==> src/rtl/frac_mac_pkg.sv <==
package frac_mac_pkg;

  typedef struct packed {
    logic frac;
    logic sub;
    logic rnd;
    logic psat;
    logic asat;
  } mac_mode_t;

endpackage

==> src/rtl/mac_opnd_ext.sv <==
module mac_opnd_ext #(
  parameter int W = 16
) (
  input  logic [W-1:0] din,
  input  logic         is_signed,
  output logic [W:0]   dout
);

  always_comb begin
    dout = {is_signed & din[W-1], din};
  end

endmodule

==> src/rtl/mac_prod.sv <==
module mac_prod #(
  parameter int W     = 16,
  parameter int ACC_W = 40
) (
  input  logic [W:0]       xe,
  input  logic [W:0]       ye,
  input  logic             frac,
  input  logic             psat,
  output logic [ACC_W-1:0] prod
);

  localparam int PW = 2 * (W + 1);
  localparam logic [W:0] MOST_NEG = {2'b11, {(W-1){1'b0}}};
  localparam logic [ACC_W-1:0] PROD_MAX =
    {{(ACC_W-2*W+1){1'b0}}, {(2*W-1){1'b1}}};

  logic signed [PW-1:0] p_full;
  logic [ACC_W-1:0]     p_ext;
  logic [ACC_W-1:0]     p_scaled;
  logic                 corner;

  always_comb begin
    p_full   = $signed(xe) * $signed(ye);
    p_ext    = {{(ACC_W-PW){p_full[PW-1]}}, p_full};
    p_scaled = frac ? {p_ext[ACC_W-2:0], 1'b0} : p_ext;
    corner   = psat & frac & (xe == MOST_NEG) & (ye == MOST_NEG);
    prod     = corner ? PROD_MAX : p_scaled;
  end

endmodule

==> src/rtl/mac_accum.sv <==
module mac_accum #(
  parameter int W     = 16,
  parameter int ACC_W = 40
) (
  input  logic [ACC_W-1:0] acc,
  input  logic [ACC_W-1:0] prod,
  input  logic             sub,
  input  logic             rnd,
  input  logic             asat,
  output logic [ACC_W-1:0] result
);

  localparam int SAT_W = 2 * W;
  localparam int HI_W  = ACC_W - SAT_W + 1;
  localparam logic [ACC_W-1:0] HALF_LSB = ACC_W'(1) << (W - 1);
  localparam logic [ACC_W-1:0] POS_LIM  = {{HI_W{1'b0}}, {(SAT_W-1){1'b1}}};
  localparam logic [ACC_W-1:0] NEG_LIM  = {{HI_W{1'b1}}, {(SAT_W-1){1'b0}}};

  logic [ACC_W-1:0] sum;
  logic [ACC_W-1:0] biased;
  logic [ACC_W-1:0] rounded;
  logic [HI_W-1:0]  top;
  logic             fits;

  always_comb begin
    sum     = sub ? (acc - prod) : (acc + prod);
    biased  = sum + HALF_LSB;
    rounded = rnd ? {biased[ACC_W-1:W], {W{1'b0}}} : sum;
    top     = rounded[ACC_W-1:SAT_W-1];
    fits    = (&top) | ~(|top);
    if (asat && !fits) begin
      result = rounded[ACC_W-1] ? NEG_LIM : POS_LIM;
    end else begin
      result = rounded;
    end
  end

endmodule

==> src/rtl/frac_mac_unit.sv <==
module frac_mac_unit #(
  parameter int W     = 16,
  parameter int ACC_W = 40
) (
  input  logic             clk,
  input  logic             rst_n,
  input  logic             in_valid,
  input  logic [W-1:0]     op_x,
  input  logic [W-1:0]     op_y,
  input  logic             x_signed,
  input  logic             y_signed,
  input  logic             frac_mode,
  input  logic             sub_mode,
  input  logic             round_en,
  input  logic             sat_prod,
  input  logic             sat_acc,
  input  logic [ACC_W-1:0] acc_in,
  output logic             res_valid,
  output logic [ACC_W-1:0] res,
  output logic             res_zero
);
  import frac_mac_pkg::*;

  localparam int SAT_W = 2 * W;

  // reset: asserted asynchronously, released through two flops
  logic rst_meta, rst_sync;
  always_ff @(posedge clk or negedge rst_n) begin
    if (!rst_n) begin
      rst_meta <= 1'b0;
      rst_sync <= 1'b0;
    end else begin
      rst_meta <= 1'b1;
      rst_sync <= rst_meta;
    end
  end

  mac_mode_t mode;
  always_comb begin
    mode.frac = frac_mode;
    mode.sub  = sub_mode;
    mode.rnd  = round_en;
    mode.psat = sat_prod;
    mode.asat = sat_acc;
  end

  logic [W:0]       x_ext, y_ext;
  logic [ACC_W-1:0] prod_w, acc_res;

  mac_opnd_ext #(.W(W)) u_ext_x (.din(op_x), .is_signed(x_signed), .dout(x_ext));
  mac_opnd_ext #(.W(W)) u_ext_y (.din(op_y), .is_signed(y_signed), .dout(y_ext));

  mac_prod #(.W(W), .ACC_W(ACC_W)) u_prod (
    .xe(x_ext), .ye(y_ext), .frac(mode.frac), .psat(mode.psat), .prod(prod_w)
  );

  mac_accum #(.W(W), .ACC_W(ACC_W)) u_accum (
    .acc(acc_in), .prod(prod_w), .sub(mode.sub), .rnd(mode.rnd),
    .asat(mode.asat), .result(acc_res)
  );

  // next state
  logic [ACC_W-1:0] res_d;
  logic             zero_d, valid_d;
  always_comb begin
    valid_d = in_valid;
    res_d   = res;
    zero_d  = res_zero;
    if (in_valid) begin
      res_d  = acc_res;
      zero_d = (acc_res == '0);
    end
  end

  // registers
  always_ff @(posedge clk or negedge rst_sync) begin
    if (!rst_sync) begin
      res       <= '0;
      res_zero  <= 1'b0;
      res_valid <= 1'b0;
    end else begin
      res       <= res_d;
      res_zero  <= zero_d;
      res_valid <= valid_d;
    end
  end

  assert_valid_follows_R9: assert property (@(posedge clk) disable iff (!rst_sync)
    in_valid |=> res_valid);
  assert_valid_idle_R9: assert property (@(posedge clk) disable iff (!rst_sync)
    !in_valid |=> !res_valid);
  assert_hold_R10: assert property (@(posedge clk) disable iff (!rst_sync)
    !in_valid |=> ($stable(res) && $stable(res_zero)));
  assert_zero_flag_R8: assert property (@(posedge clk) disable iff (!rst_sync)
    res_valid |-> (res_zero == (res == '0)));
  assert_round_clears_R6: assert property (@(posedge clk) disable iff (!rst_sync)
    (in_valid && round_en && !sat_acc) |=> (res[W-1:0] == '0));
  assert_clamp_range_R7: assert property (@(posedge clk) disable iff (!rst_sync)
    (in_valid && sat_acc) |=> ((&res[ACC_W-1:SAT_W-1]) || !(|res[ACC_W-1:SAT_W-1])));
  assert_frac_even_R3: assert property (@(posedge clk) disable iff (!rst_sync)
    (frac_mode && !sat_prod) |-> (prod_w[0] == 1'b0));

endmodule

==> config.mk <==
export PLATFORM = sky130hd
export DESIGN_NAME = frac_mac_unit
export DESIGN_NICKNAME = d
export VERILOG_FILES = /design/src/rtl/frac_mac_pkg.sv /design/src/rtl/mac_opnd_ext.sv /design/src/rtl/mac_prod.sv /design/src/rtl/mac_accum.sv /design/src/rtl/frac_mac_unit.sv
export SDC_FILE = /design/constraint.sdc
export NUM_CORES = 1
export LEC_CHECK = 0
export BUFFER_PORTS_ARGS = -buffer_cell sky130_fd_sc_hd__buf_2
export CAP_MARGIN = 20
export CORE_MARGIN = 1
export CORE_UTILIZATION = 35
export DETAILED_ROUTE_END_ITERATION = 8
export HOLD_SLACK_MARGIN = 0.05
export SYNTH_ARGS = -nofsm -noshare
export SYNTH_HDL_FRONTEND = slang
export SYNTH_SLANG_ARGS = --single-unit
==> constraint.sdc <==
create_clock -name clk -period 1.3 [get_ports clk]
set_input_delay 0 -clock clk [delete_from_list [all_inputs] [get_ports clk]]
set_output_delay 0 -clock clk [all_outputs]
set_load 0.005 [all_outputs]
## Yosys cells after proc, flatten, opt, wreduce, memory -nomap -nowiden

Index checks and enable logic that the tools add are counted.

| storage, ports and cells | value |
|---|---|
| word-level logic and storage cells | 29 |
| input bits | 82 |
| bits in registers | 44 |

| operators by class | value |
|---|---|
| reductions and logical operators | 5 |
| bitwise gates (word level) | 7 |
| equal/unequal tests | 2 |
| multipliers | 1 |
| mux-type cells | 6 |
| add/sub/neg operators | 3 |

Operators by type and width:

| operator | number |
|---|---|
| $mux 40 | 5 |
| $add 40x16->40 const B | 1 |
| $add 40x40->40 | 1 |
| $logic_not 40->1 | 1 |
| $sub 40x40->40 | 1 |
| $eq 17x17->1 const B | 2 |
| $mul 17x17->34 | 1 |
| $mux 34 | 1 |
| $reduce_and 9->1 | 1 |
| $reduce_or 9->1 | 1 |
| $and 1x1->1 | 5 |
| $logic_and 1x1->1 | 1 |
| $logic_not 1->1 | 1 |
| $not 1->1 | 1 |
| $or 1x1->1 | 1 |

## Depth between registers and ports, before layout

| logic depth | value |
|---|---|
| depth after elaboration | 16 |
| mapped depth | 46 |
| depth with buffers taken out | 42 |

## By module

Synthesis repeated with hierarchy kept, for this count alone.

| second synthesis, totals | value |
|---|---|
| cell total of the unflattened synthesis | 2219 |
| area, all modules | 18542.8 sq um |

By module, submodules not included:

| module | area each (sq um) | cells an instance | times used |
|---|---|---|---|
| mac_prod | 11557.3 | 1303 | 1 |
| mac_accum | 5038.6 | 776 | 1 |
| frac_mac_unit | 1694.1 | 106 | 1 |
| mac_opnd_ext | 126.4 | 17 | 2 |

## Worst setup path before layout

OpenSTA, ideal clock, no wires.

| path | value |
|---|---|
| path type | input port to flip-flop |
| start point | input op_y[8] |
| end point | register res[23] |
| arrival | 10983 ps |
| path slack | -9839 ps |
| setup time | 156 ps |
| stages | 42 |
| path through | clkbuf_1 > buf_1 > nand2_1 > fa_1 > inv_1 > fa_1 > inv_1 > fa_1 > inv_1 > fa_1 > fa_1 > inv_1 > fa_1 > inv_1 > ha_1 > clkbuf_1 > nand4_1 > a211oi_1 > [... 6 more ...] > nor4_1 > nor2_1 > xnor2_1 > ha_1 > clkbuf_1 > a21oi_1 > o21ai_1 > o221ai_1 > a311o_1 > or4_1 > buf_2 > or3b_4 > or3_1 > a2111oi_2 > a31oi_1 > a21bo_2 > buf_6 > a311oi_2 |

| on the way | value |
|---|---|
| cells in the longest elaborated chain, start to end | 13 |
| elaborated cells on any way between the ends | 18 |
| those cells by class | add/sub: 3; mul: 1; eq/ne: 1; mux: 6; bitwise: 3; reduce/logical: 4 |

RTL lines:

| element | RTL line | text |
|---|---|---|
| start: declaration | frac_mac_unit.sv:9 | `input logic [W-1:0] op_y,` |
| $mul 17x17->34 or $eq 17x17->1 (tied branches) | mac_prod.sv:23, mac_prod.sv:26 |  |
| $mux 34 or $and 1x1->1 (tied branches) | mac_prod.sv:25, mac_prod.sv:26 |  |
| $mux 40 * | mac_prod.sv:27 | `prod = corner ? PROD_MAX : p_scaled;` |
| $add 40x40->40 or $sub 40x40->40 (tied branches) | mac_accum.sv:26 | `sum = sub ? (acc - prod) : (acc + prod);` |
| $mux 40 * | mac_accum.sv:26 |  |
| $add 40x16->40 | mac_accum.sv:27 | `biased = sum + HALF_LSB;` |
| $mux 40 * | mac_accum.sv:28 | `rounded = rnd ? {biased[ACC_W-1:W], {W{1'b0}}} : sum;` |
| $reduce_or 9->1 | mac_accum.sv:30 | `fits = (&top) \| ~(\|top);` |
| $not 1->1 | mac_accum.sv:30 |  |
| $or 1x1->1 | mac_accum.sv:30 |  |
| $logic_not 1->1 | mac_accum.sv:31 | `if (asat && !fits) begin` |
| $logic_and 1x1->1 | mac_accum.sv:31 |  |
| $mux 40 * | mac_accum.sv:31 |  |
| end signal: assignment | frac_mac_unit.sv:82 | `res <= res_d;` |
| end: declaration | frac_mac_unit.sv:19 | `output logic [ACC_W-1:0] res,` |

Every way passes the cells marked *; elsewhere a longest branch is shown, timed or not.
A chain may end at the register's enable or synchronous reset.

## Worst setup path in the final report

| path | value |
|---|---|
| start point | input op_x[8] |
| end point | register res[31] |

| on the way | value |
|---|---|
| cells in the longest elaborated chain, start to end | 14 |
| elaborated cells on any way between the ends | 19 |
| those cells by class | add/sub: 3; mul: 1; eq/ne: 1; mux: 6; bitwise: 4; reduce/logical: 4 |

RTL lines:

| element | RTL line | text |
|---|---|---|
| start: declaration | frac_mac_unit.sv:8 | `input logic [W-1:0] op_x,` |
| parallel branches: the longest is 3 deep, another holds $mul 17x17->34 | - |  |
| $mux 40 * | mac_prod.sv:27 |  |
| $add 40x40->40 or $sub 40x40->40 (tied branches) | mac_accum.sv:26 |  |
| $mux 40 * | mac_accum.sv:26 |  |
| $add 40x16->40 | mac_accum.sv:27 |  |
| $mux 40 * | mac_accum.sv:28 |  |
| $reduce_or 9->1 | mac_accum.sv:30 |  |
| $not 1->1 | mac_accum.sv:30 |  |
| $or 1x1->1 | mac_accum.sv:30 |  |
| $logic_not 1->1 | mac_accum.sv:31 |  |
| $logic_and 1x1->1 | mac_accum.sv:31 |  |
| $mux 40 * | mac_accum.sv:31 |  |

Every way passes the cells marked *.

==> impl_metrics.yaml <==
status:
  run_status: "finished, violations left"
  failing_checks: "DRC, setup timing"
die:
  coreArea_mm2: 0.0529
  rows: 84
  start_util: 0.356
  die_y_um: 234
  floorplan.io_pins: 124
  design.die.area_mm2: 0.0547
  die_w_um: 234
placed_design:
  dp_hpwl_um: 51300
  port_buffers: 123
  preCtsSetupSlack_ps: -9450
  gp_congestion: 0.928
  placedCellCount: 3593
logic_synthesis:
  synth_largest_area_cell: "fa_1"
  ys_seq_area_frac: 0.0585
  synth-edff-count: 0
  syn-num-nets: 2810
  syn_area_per_cell_um2: 8.16
  synth_cells: 2305
  netlist_area_mm2: 0.0188
  ys_top_cells_by_area: "fa_1, ha_1, inv_1, dfrtp_1, and2_1"
  async_flop_share: 1.00
  synth.lib_cells_used.distinct: 93
  share_of_the_synthesized_area_in_the_top_cell_type: 0.316
  yosys_warnings: 0
  top_flip_flop_cell_by_instance_count_after_synthesis: "dfrtp_1"
  synth_seq_cells: 44
drt:
  first_iter_violations: 1030
  detail_route.wirelength_um: 60600
  route.detailed.drc: 10
  detail-route-antenna-nets: 0
  routed_wire_length_per_instance_um: 16.5
  routed-via-count: 18803
  vias_per_cell: 5.13
  drt_pass1_iterations: 9
flow_run:
  cap_viol_max_count: 0
sta:
  final_max_tran_viols: 0
  final-hold-violation-count: 0
  worst_margin_pin_slew_ps: 538
  period_minus_ws_final_ps: 9930
  setup-tns-final_ps: -350950
  final.setup_skew_ps: 5.53
  max_freq_mhz: 101
  rsz_0062_raised_after_global_routing: "yes"
  final.period_utilization: 7.64
  setup_viol: 41
  layout_setup_ws_ps: -8630
  tightest_slew_margin_relative_to_the_limit: 0.639
setup_path:
  r2r_start: "res[7]$_DFFE_PN0P_"
  end_kind: "register"
  timing.critical_path.fanout_max: 8
  timing.critical_path.slowest_cell_delay_ps: 560
  slowest_stage_cell_crit_path: "or4_4"
  worst_ep_required_time_ps: 1470
  cp.arrival_ps: 10100
  critical_path.startpoint_type: "primary input"
  critPathLaunch: "op_x[8]"
  kind_of_critical_path: "in -> reg"
  critical-path-top-cell-by-count: "fa_1"
global_routing:
  grt_max_degree: 45
  antenna_found_initial: 2
  grt_pass1_vias: 19744
  globalRouteOverflowTotal: 0
  grtUsageTotal: 0.225
  met1_capacity_usage_during_global_routing: 0.290
  globalRouteMet3Util: 0.00912
  grt_first_pass_wirelength_um: 99900
  use_met2: 0.412
  grt_most_used_layer: "met2"
finish:
  final_core_utilization: 0.505
  finish.net_count: 3476
  layout.cells.non_filler: 3662
  syn_to_final_growth_pct: 41.9
  nFillCells: 4999
  layout-drive-gt1-share: 0.355
cts:
  cts_num_sinks: 44
  insertion_delay_to_the_later_sink_of_the_worst_skew_pair_ps: 290
  cts.clk_slew.worst_paths_ps: 70
  cts_inserted_buffers: 5
  ctsLongestPathBuffers: 2
  cts_tree: "yes"
  ctsRootBufferMaster: "clkbuf_16"
  cts_max_level: 2
min_path:
  holdCritStartpoint: "in_valid"
  holdCritPathClass: "in -> reg"
-- metal layers --
| layer | up-vias | part of all wire |
|---|---|---|
| li1 | 9012 | - |
| met1 | 9360 | 0.44 |
| met2 | 352 | 0.52 |
| met3 | 79 | 0.025 |
| met4 | 0 | 0.023 |
| met5 | - | 0 |
-- critical path: cells and delay by family --
family / cells / cell delay, ps
AO/OA/AOI/OAI: 12 / 3010
XOR/XNOR: 1 / 260
buffers and inverters: 8 / 880
AND/OR/NAND/NOR: 10 / 2390
adder cells (fa/ha/maj): 8 / 3530
-- path summary, 6_finish.rpt --
kind | endpoint | slack [ps] | cells past startpoint
setup / recovery | res[31]$_DFFE_PN0P_ | -8630 | 39
hold / removal | res_valid$_DFF_PN0_ | 100 | 2
setup reg to reg | res[7]$_DFFE_PN0P_ | 280 | 3
hold reg to reg | res_zero$_DFFE_PN0P_ | 240 | 1
max in group asynchronous | rst_sync$_DFF_PN0_ | 590 | 3
min in group asynchronous | res_zero$_DFFE_PN0P_ | 240 | 1
-- what timing repair did --
item / CTS / global route
gates resized for setup: 46 / 235
endpoints found under the hold margin: 4 / 0
hold buffers: 3 / 0
pin swaps: 23 / 107
setup endpoints to repair: 41 / 41
setup buffers: 22 / 40
gates cloned: 1 / 1
-- final cells by class --
| class | count | area [um2] | share of cell area |
|---|---|---|---|
| antenna | 2 | 5.00 | 0.000187 |
| clock buffer | 6 | 139 | 0.00520 |
| clock inverter | 2 | 38.8 | 0.00145 |
| inverter | 326 | 1230 | 0.0459 |
| multi-input combinational | 1805 | 17200 | 0.646 |
| sequential | 44 | 1100 | 0.0413 |
| tap | 688 | 861 | 0.0322 |
| timing repair buffer | 789 | 6090 | 0.228 |
-- synthesized netlist by cell type (36+ instances only) --
cell type    n
a21oi_1    110
xnor2_1     68
nand3_1     36
nor2_1     154
and2_1     153
fa_1       297
nand2_1    246
inv_1      325
dfrtp_1     44
clkbuf_1   106
o21ai_0     68
ha_1       126
-- sequential cells by signal, indices dropped and copies added (netlist names) --
signal / count
res: 40
rst_sync: 1
res_zero: 1
res_valid: 1
rst_meta: 1
-- placed cells by master, fill, tap and decap left out, drive strengths merged, types with 19 or more instances in the layout --
master	count
a211oi	28
a21o	33
a21oi	111
and2	154
and3	26
buf	782
dfrtp	44
fa	297
ha	126
inv	325
nand2	246
nand3	36
nand4	22
nor2	154
nor3	35
nor4	25
o211ai	21
o21a	19
o21ai	76
o22ai	23
or3	29
xnor2	68
xor2	32
-- cells by family (layout without fill, tap and decap cells) --
logic type,count (synthesis),count (layout),synth area share
and+or+nand+nor,808,808,0.216
AOI/OAI and AO/OA,458,459,0.178
buffers and inverters,457,1123,0.0933
adders and majority gates,423,423,0.400
xor gates and xnor gates,100,100,0.0466
DFF,44,44,0.0585
muxes,14,14,0.00765
other,1,3,0.000199
-- per-stage QoR --
stage / hold slack [ps] / cell area (um2)
after floorplan: -296 / 19600
after global placement: -215 / 24800
after detailed placement: -213 / 24800
after CTS: 90.4 / 25400
after global routing: 103 / 26700
final: 104 / 26700
Power is not shown: default switching activity piles up to over one toggle a cycle in this logic, so the estimate is an artifact.
